<file path="src/rtl/panel9_pkg.sv">
package panel9_pkg;
   localparam int WORD_W = 9;
   localparam int ID_W   = 8;

   typedef enum logic [2:0] {
      ST_IDLE,
      ST_WRITE,
      ST_RD_OP,
      ST_RD_SKIP,
      ST_RD_ID
   } link_state_t;

   function automatic logic [WORD_W-1:0] make_word(input logic is_arg, input logic [7:0] b);
      return {is_arg, b};
   endfunction
endpackage

</file>
<file path="src/rtl/panel9_half_timer.sv">
module panel9_half_timer #(
   parameter int HALF_DIV = 4
) (
   input  logic clk,
   input  logic rst_n,
   input  logic restart,
   input  logic run,
   output logic tick
);
   generate
      if (HALF_DIV < 1) begin : g_bad
         $error("HALF_DIV must be at least 1");
      end else if (HALF_DIV == 1) begin : g_every
         assign tick = run;
      end else begin : g_count
         localparam int CW = $clog2(HALF_DIV);
         localparam logic [CW-1:0] LAST = CW'(HALF_DIV - 1);
         logic [CW-1:0] cnt;
         always_ff @(posedge clk) begin
            if (!rst_n || restart) cnt <= '0;
            else if (run) cnt <= (cnt == LAST) ? '0 : cnt + 1'b1;
         end
         assign tick = run && (cnt == LAST);
      end
   endgenerate
endmodule

</file>
<file path="src/rtl/panel9_word_engine.sv">
module panel9_word_engine
   import panel9_pkg::*;
#(
   parameter int HALF_DIV = 4
) (
   input  logic              clk,
   input  logic              rst_n,
   input  logic              start,
   input  logic [3:0]        start_nb,
   input  logic [WORD_W-1:0] start_tx,
   input  logic              start_oe,
   input  logic              sda_in,
   output logic              sclk,
   output logic              cs_n,
   output logic              sda_out,
   output logic              sda_oe,
   output logic [ID_W-1:0]   rx,
   output logic              done
);
   localparam int HW = $clog2(2 * WORD_W + 2);

   logic              active;
   logic              tick;
   logic              accept;
   logic [HW-1:0]     h;
   logic [3:0]        nb;
   logic [WORD_W-1:0] tx_sr;
   logic [ID_W-1:0]   rx_sr;
   logic [HW-1:0]     h_hold;
   logic [HW-1:0]     h_gap;

   assign accept = start && !active;
   assign h_hold = HW'({nb, 1'b0});
   assign h_gap  = h_hold + 1'b1;

   panel9_half_timer #(.HALF_DIV(HALF_DIV)) u_timer (
      .clk(clk), .rst_n(rst_n), .restart(accept), .run(active), .tick(tick)
   );

   always_ff @(posedge clk) begin
      if (!rst_n) begin
         active <= 1'b0;
         h      <= '0;
         nb     <= 4'd0;
         tx_sr  <= '0;
         rx_sr  <= '0;
         sclk   <= 1'b0;
         cs_n   <= 1'b1;
         sda_oe <= 1'b0;
         done   <= 1'b0;
      end else begin
         done <= 1'b0;
         if (accept) begin
            active <= 1'b1;
            h      <= '0;
            nb     <= start_nb;
            tx_sr  <= (start_nb == 4'(WORD_W)) ? start_tx : {start_tx[WORD_W-2:0], 1'b0};
            rx_sr  <= '0;
            sclk   <= 1'b0;
            cs_n   <= 1'b0;
            sda_oe <= start_oe;
         end else if (active && tick) begin
            if (h == h_hold) begin
               cs_n   <= 1'b1;
               sda_oe <= 1'b0;
               h      <= h + 1'b1;
            end else if (h == h_gap) begin
               active <= 1'b0;
               done   <= 1'b1;
            end else if (!h[0]) begin
               sclk  <= 1'b1;
               rx_sr <= {rx_sr[ID_W-2:0], sda_in};
               h     <= h + 1'b1;
            end else begin
               sclk  <= 1'b0;
               tx_sr <= {tx_sr[WORD_W-2:0], 1'b0};
               h     <= h + 1'b1;
            end
         end
      end
   end

   assign sda_out = tx_sr[WORD_W-1];
   assign rx      = rx_sr;
endmodule

</file>
<file path="src/rtl/panel9_link.sv">
module panel9_link
   import panel9_pkg::*;
#(
   parameter int CLK_HZ  = 8_000_000,
   parameter int SCLK_HZ = 1_000_000
) (
   input  logic       clk,
   input  logic       rst_n,
   input  logic       req_valid,
   output logic       req_ready,
   input  logic       req_read,
   input  logic       req_param,
   input  logic [7:0] req_byte,
   output logic       rsp_valid,
   output logic [7:0] rsp_id,
   output logic       busy,
   output logic       lcd_sclk,
   output logic       lcd_cs_n,
   output logic       lcd_sda_out,
   output logic       lcd_sda_oe,
   input  logic       lcd_sda_in
);
   localparam int HALF_DIV = CLK_HZ / (2 * SCLK_HZ);

   generate
      if (SCLK_HZ < 1 || HALF_DIV < 1) begin : g_chk
         $error("serial clock must be at most half the system clock");
      end
   endgenerate

   link_state_t       state;
   logic              eng_start;
   logic [3:0]        eng_nb;
   logic [WORD_W-1:0] eng_tx;
   logic              eng_oe;
   logic              eng_done;
   logic [ID_W-1:0]   eng_rx;

   always_comb begin
      eng_start = 1'b0;
      eng_nb    = 4'(WORD_W);
      eng_tx    = '0;
      eng_oe    = 1'b0;
      case (state)
         ST_IDLE: begin
            eng_start = req_valid;
            eng_tx    = make_word(!req_read && req_param, req_byte);
            eng_oe    = 1'b1;
         end
         ST_RD_OP:   eng_start = eng_done;
         ST_RD_SKIP: begin
            eng_start = eng_done;
            eng_nb    = 4'(ID_W);
         end
         default: ;
      endcase
   end

   always_ff @(posedge clk) begin
      if (!rst_n) begin
         state     <= ST_IDLE;
         rsp_valid <= 1'b0;
         rsp_id    <= '0;
      end else begin
         rsp_valid <= 1'b0;
         case (state)
            ST_IDLE:    if (req_valid) state <= req_read ? ST_RD_OP : ST_WRITE;
            ST_WRITE:   if (eng_done) state <= ST_IDLE;
            ST_RD_OP:   if (eng_done) state <= ST_RD_SKIP;
            ST_RD_SKIP: if (eng_done) state <= ST_RD_ID;
            ST_RD_ID: if (eng_done) begin
               state     <= ST_IDLE;
               rsp_valid <= 1'b1;
               rsp_id    <= eng_rx;
            end
            default:    state <= ST_IDLE;
         endcase
      end
   end

   assign req_ready = (state == ST_IDLE);
   assign busy      = (state != ST_IDLE);

   panel9_word_engine #(.HALF_DIV(HALF_DIV)) u_engine (
      .clk(clk), .rst_n(rst_n), .start(eng_start), .start_nb(eng_nb),
      .start_tx(eng_tx), .start_oe(eng_oe), .sda_in(lcd_sda_in),
      .sclk(lcd_sclk), .cs_n(lcd_cs_n), .sda_out(lcd_sda_out),
      .sda_oe(lcd_sda_oe), .rx(eng_rx), .done(eng_done)
   );
endmodule

</file>
<file path="config.mk">
export PLATFORM = sky130hd
export DESIGN_NAME = panel9_link
export DESIGN_NICKNAME = d
export VERILOG_FILES = /design/src/rtl/panel9_pkg.sv /design/src/rtl/panel9_half_timer.sv /design/src/rtl/panel9_word_engine.sv /design/src/rtl/panel9_link.sv
export SDC_FILE = /design/constraint.sdc
export NUM_CORES = 1
export LEC_CHECK = 0
export ABC_AREA = 1
export BUFFER_PORTS_ARGS = -buffer_cell sky130_fd_sc_hd__buf_4
export CORE_MARGIN = 4
export CORE_UTILIZATION = 40
export CTS_BUF_LIST = sky130_fd_sc_hd__clkbuf_4 sky130_fd_sc_hd__clkbuf_8 sky130_fd_sc_hd__clkbuf_16
export DETAILED_ROUTE_END_ITERATION = 6
export GPL_TIMING_DRIVEN = 0
export PLACE_DENSITY = 0.62
export REMOVE_ABC_BUFFERS = 1
export SYNTH_ARGS = -nofsm -noshare
export SYNTH_HDL_FRONTEND = slang
export SYNTH_HIERARCHICAL = 1
export SYNTH_SLANG_ARGS = --single-unit
</file>
<file path="constraint.sdc">
create_clock -name clk -period 2.7 [get_ports clk]
set_input_delay 0.54 -clock clk [delete_from_list [all_inputs] [get_ports clk]]
set_output_delay 0.54 -clock clk [all_outputs]
set_load 0.01 [all_outputs]
</file>
Word level (Yosys, flattened, before mapping)
Cells that the tools add are included.
{"block": "word_totals", "input_bits": 14, "latchBits": 0, "ramBits": 0, "ff_bits": 45, "mem_count": 0, "rom_bits": 0}
{"block": "op_classes", "eq_ne": 15, "bitwise_logic": 5, "mux": 32, "n_shift": 0, "n_div": 0, "n_addsub": 3, "reduce_logical": 27, "multipliers": 0, "magnitude_cmp": 0}
{"cell": "9-bit two-way mux", "count": 7}
{"cell": "1-bit two-way mux", "count": 15}
{"cell": "3-bit two-way mux", "count": 4}
{"cell": "3-bit case mux with 4 select lines", "count": 1}
{"cell": "4-bit AND reduction", "count": 3}
{"cell": "5-bit by 1-bit adder with 5-bit output (second input constant)", "count": 2}
{"cell": "5-bit equality test", "count": 2}
{"cell": "5-bit two-way mux", "count": 2}
{"cell": "2-bit by 1-bit != test with 1-bit output (second input constant)", "count": 4}
{"cell": "2-bit AND reduction", "count": 4}
{"cell": "2-bit nonzero test", "count": 4}
{"cell": "3-bit by 2-bit equality test with 1-bit output (second input constant)", "count": 2}
{"cell": "2-bit != test (second input constant)", "count": 3}
{"cell": "3-bit AND reduction", "count": 2}
{"cell": "2-bit OR reduction", "count": 3}
{"cell": "1-bit inverter", "count": 5}
{"cell": "4-bit equality test (second input constant)", "count": 1}
{"cell": "1-bit logical AND", "count": 4}
{"cell": "2-bit two-way mux", "count": 2}
{"cell": "4-bit OR reduction", "count": 1}
{"cell": "3-bit by 1-bit equality test with 1-bit output (second input constant)", "count": 1}
{"cell": "3-bit equality test (second input constant)", "count": 1}
{"cell": "1-bit zero test", "count": 3}
{"cell": "3-bit zero test", "count": 1}
{"cell": "other kinds (5)", "count": 5}

Logic depth before layout (Yosys ltp)
{"block": "depth", "word_depth": 6, "depth_mapped": 12, "depth_no_buf": 12}

By module
The synthesis kept the hierarchy.
{"module": "panel9_word_engine", "cells_each": 210, "area_per_inst_um2": 1595.3, "n_inst": 1, "seq_area_each_um2": 620.6}
{"module": "panel9_link", "cells_each": 95, "area_per_inst_um2": 619.3, "n_inst": 1, "seq_area_each_um2": 240.2}
{"module": "panel9_half_timer", "cells_each": 16, "area_per_inst_um2": 108.9, "n_inst": 1, "seq_area_each_um2": 40.0}

Least setup slack after synthesis
OpenSTA, ideal clock, no wires.
{"block": "synth_timing", "kind": "register -> register", "start": "register state[1]", "end": "register u_engine.tx_sr[4]", "required_time_ns": 2.587, "path_slack_ns": 0.975, "arrival_ns": 1.612, "synth_period_minus_slack_ns": 1.725, "setup_ns": 0.113, "stages_incl_launch_ff": 11, "n_path_buf": 1, "cell_sequence": "dfxtp_1 inv_2 o31ai_1 inv_1 nor2_4 inv_1 buf_2 a22oi_1 nand2_1 nand2_1 nor2_1"}
{"block": "synth_via", "elab_chain_len": 6, "elab_cells_between_ends": 16, "cone_classes": "eq/ne (5); mux (5); reduce/logical (6)"}
{"element": "start, declared", "line_no": "panel9_link.sv:31", "rtl": "link_state_t state;"}
{"element": "start signal, assigned", "line_no": "panel9_link.sv:67", "rtl": "ST_IDLE: if (req_valid) state <= req_read ? ST_RD_OP : ST_WRITE;"}
{"element": "3-bit by 2-bit equality test with 1-bit output", "line_no": "panel9_link.sv:44", "rtl": "case (state)"}
{"element": "2-bit OR reduction (no source line)"}
{"element": "1-bit case mux with 2 select lines *", "line_no": "panel9_link.sv:44"}
{"element": "named net eng_start", "line_no": "panel9_link.sv:32", "rtl": "logic eng_start;"}
{"element": "1-bit logical AND *", "line_no": "panel9_word_engine.sv:32", "rtl": "assign accept = start && !active;"}
{"element": "2-bit != test (no source line) / 2-bit nonzero test (equally long branches)"}
{"element": "4-bit AND reduction (no source line)"}
{"element": "end signal, assigned", "line_no": "panel9_word_engine.sv:57", "rtl": "tx_sr <= (start_nb == 4'(WORD_W)) ? start_tx : {start_tx[WORD_W-2:0], 1'b0};"}
{"element": "end signal, assigned", "line_no": "panel9_word_engine.sv:76", "rtl": "tx_sr <= {tx_sr[WORD_W-2:0], 1'b0};"}
{"element": "end, declared", "line_no": "panel9_word_engine.sv:27", "rtl": "logic [WORD_W-1:0] tx_sr;"}
The timed path passes the listed nets; every way through them passes the cells marked *.
A chain may end at the register's enable or synchronous reset.

Final worst setup path
{"block": "layout_timing", "start": "register state[1]", "end": "register u_engine.tx_sr[5]"}
Same word-level chain as after synthesis.

==> impl_metrics.json <==
{
  "holdPathStages": 2,
  "crit_slowest_cell": "dfxtp_1",
  "final_util": 0.4768,
  "grt_pass1_wl_um": 8376,
  "startpoint_type": "register",
  "syn_area_um2": 2323,
  "cts_root_buffer": "clkbuf_8",
  "synth_top_family_by_area": "simple AND/OR/NAND/NOR gates",
  "leakagePower_nw": 1.184,
  "synthCells": 321,
  "antenna_found_initial": 0,
  "wl_met1_um": 2377,
  "diodes": 0,
  "yosys_warnings": 6,
  "hpwl_um": 3333,
  "htree_num_levels": 2,
  "reg2reg_depth": 10,
  "power_w": 0.002217,
  "synth-compound-area-share": 0.1309,
  "cts.sinks": 45,
  "cts_buffers": 5,
  "hp-class": "reg2reg",
  "worst-setup-path-type": "reg2reg",
  "clockBufferDepth": 2,
  "yosys.area.top_type_share": 0.3877,
  "ys_ff_latch": 45,
  "worstPathArrival_ns": 2.49,
  "regArea_um2": 900.9,
  "cp_max_fo": 17,
  "tns_ns": 0,
  "period_needed_ns": 2.248,
  "io_pins": 29,
  "routedWlPerCell_um": 11.07,
  "die_y_um": 84.22,
  "drc": 0,
  "synth_xor_area_frac": 0.01454,
  "vias": 2010,
  "clock_skew_ns": 0.007282,
  "wl_met3_um": 235,
  "grt_max_degree": 29,
  "pwr_density_cell_nw_per_um2": 834.1,
  "dpl_cell_area_um2": 2567,
  "path_cells": "inv_2 -> o31ai_1 -> inv_1 -> nor2_4 -> inv_1 -> a21oi_1 -> a22oi_1 -> nand2_1 -> nand2_1 -> nor2_1",
  "cts_tree": "done",
  "path_clk_slew_ns": 0.09,
  "final_layout_size_suffix_gt1_frac": 0.1880,
  "end_kind": "register",
  "synth-edff-count": 0,
  "period_share": 0.8327,
  "timing.max_cap.violations": 0,
  "ys_types": 42,
  "start_util": 0.4168,
  "nFillCells": 571,
  "grt_pass1_vias": 1870,
  "netlist_top_cells_count": "nand2_1, nor2_1, dfxtp_1",
  "final-max-slew-violation-count": 0,
  "vias_per_cell": 4.752,
  "place_congestion": 0.7346,
  "die_area_um2": 7092,
  "synth_top_area_cell": "dfxtp_1",
  "multi_input_area_um2": 1187,
  "synthSimpleGateAreaFrac": 0.3409,
  "yosysSeqAreaShare": 0.3877,
  "fp-row-count": 27,
  "io_buffers": 28,
  "core_area_um2": 5574,
  "highest_layer": "met4",
  "required_ns": 2.94,
  "fin_area_um2": 2658,
  "synth.most_common_cell": "nand2_1",
  "grt.total_usage": 0.1407,
  "async_flop_share": 0,
  "drtIter0Drc": 112,
  "crit_path_max_incr_delay_ns": 0.45,
  "grt_setup_unrepaired": "no",
  "wirelength_um": 4681,
  "die_w_um": 84.22,
  "status": "completed",
  "cts_resized": 0,
  "clock.fmax_mhz": 444.8,
  "area_growth_pct": 14.38,
  "grt_overflow_total": 0,
  "wl_met2_um": 2048,
  "synthAdderAreaFrac": 0.01077,
  "postCtsSetupBuffers": 0,
  "synthMuxAreaShare": 0.004308,
  "ir_drop_uv": 363.4,
  "synthFlopType": "dfxtp_1",
  "ctsHoldBuffers": 0,
  "syn_area_per_cell_um2": 7.238,
  "hold_viol": 0,
  "final_nets": 366,
  "ant_nets": 0,
  "synth.area.top_cells": "dfxtp_1, nand2_1, nor2_1",
  "setup_violations": 0,
  "first_pass_iters": 4,
  "clk_latency_ns": 0.30
}
-- worst max-delay path: cells and delay by family, from the launching register on --
kind,cells,cell delay (ns)
compound gates,3,0.60
simple gates,4,0.59
buf+inv,3,0.56
flops,1,0.45
-- kinds of logic (layout without fill, tap and decap cells) --
| group | after synthesis | after routing |
|---|---|---|
| adders and majority gates | 2 | 2 |
| other | 2 | 6 |
| xor gates and xnor gates | 3 | 3 |
| DFF | 45 | 45 |
| and+or+nand+nor | 156 | 156 |
| muxes | 1 | 1 |
| AOI/OAI and AO/OA | 55 | 55 |
| buffers and inverters | 57 | 83 |
-- stage by stage --
| step | cells | hold slack, ns | setup WS, ns |
|---|---|---|---|
| floorplan | 315 | 0.4291 | 0.8963 |
| global placement | 415 | 0.4484 | 0.4979 |
| detailed placement | 415 | 0.4495 | 0.4689 |
| CTS | 423 | 0.4632 | 0.4509 |
| global route | 423 | 0.4955 | 0.2531 |
| finish | 423 | 0.4537 | 0.4517 |
-- cells in the final DEF (no fill, tap or decap), types with 2 or more instances in the layout --
master	instances
nand2_1	56
nor2_1	50
dfxtp_1	45
inv_1	41
buf_4	28
o21ai_0	21
a21oi_1	21
nand3_1	18
nand4_1	8
conb_1	6
nand2_2	5
clkbuf_8	5
inv_2	4
nand3_2	4
nand2_4	4
nor2_4	3
a22oi_1	3
a21oi_2	2
nand3_4	2
o21ai_1	2
o211ai_1	2
o21a_1	2
ha_1	2
-- metal layers --
metal	vias up	global-route usage
met5	-	0
met4	0	0.03070
met3	2	0.04220
met2	32	0.2245
met1	899	0.1882
li1	1077	-
-- final timing paths --
kind                      start           endpoint  slack, ns
setup / recovery       state[1]  u_engine/tx_sr[5]       0.45
hold / removal    u_engine/sclk      u_engine/sclk       0.45
setup reg to reg       state[1]  u_engine/tx_sr[5]       0.45
hold reg to reg   u_engine/sclk      u_engine/sclk       0.45
-- where the power goes --
part | switching, W | total [W] | internal, W | leakage (nW)
clock network | 0.000245 | 0.000429 | 0.000184 | 0.0445
logic | 0.000583 | 0.000923 | 0.000340 | 0.773
registers | 0.0000904 | 0.000864 | 0.000774 | 0.366
-- sequential cells by signal, summed over array words and instances (netlist names) --
name                          cells
u_engine/sclk                     1
state                             3
u_engine/tx_sr                    9
u_engine/done                     1
u_engine/h                        5
u_engine/active                   1
u_engine/u_timer/g_count.cnt      2
u_engine/rx                       8
u_engine/cs_n                     1
u_engine/nb                       4
rsp_valid                         1
u_engine/sda_oe                   1
rsp_id                            8
-- final cells by class --
| type | instances | area share |
|---|---|---|
| sequential | 45 | 0.3390 |
| clock inverter | 3 | 0.008004 |
| clock buffer | 5 | 0.02589 |
| multi-input combinational | 223 | 0.4468 |
| tap | 72 | 0.03390 |
| inverter | 47 | 0.06733 |
| timing repair buffer | 28 | 0.07910 |
(Power assumes the default switching activity.)
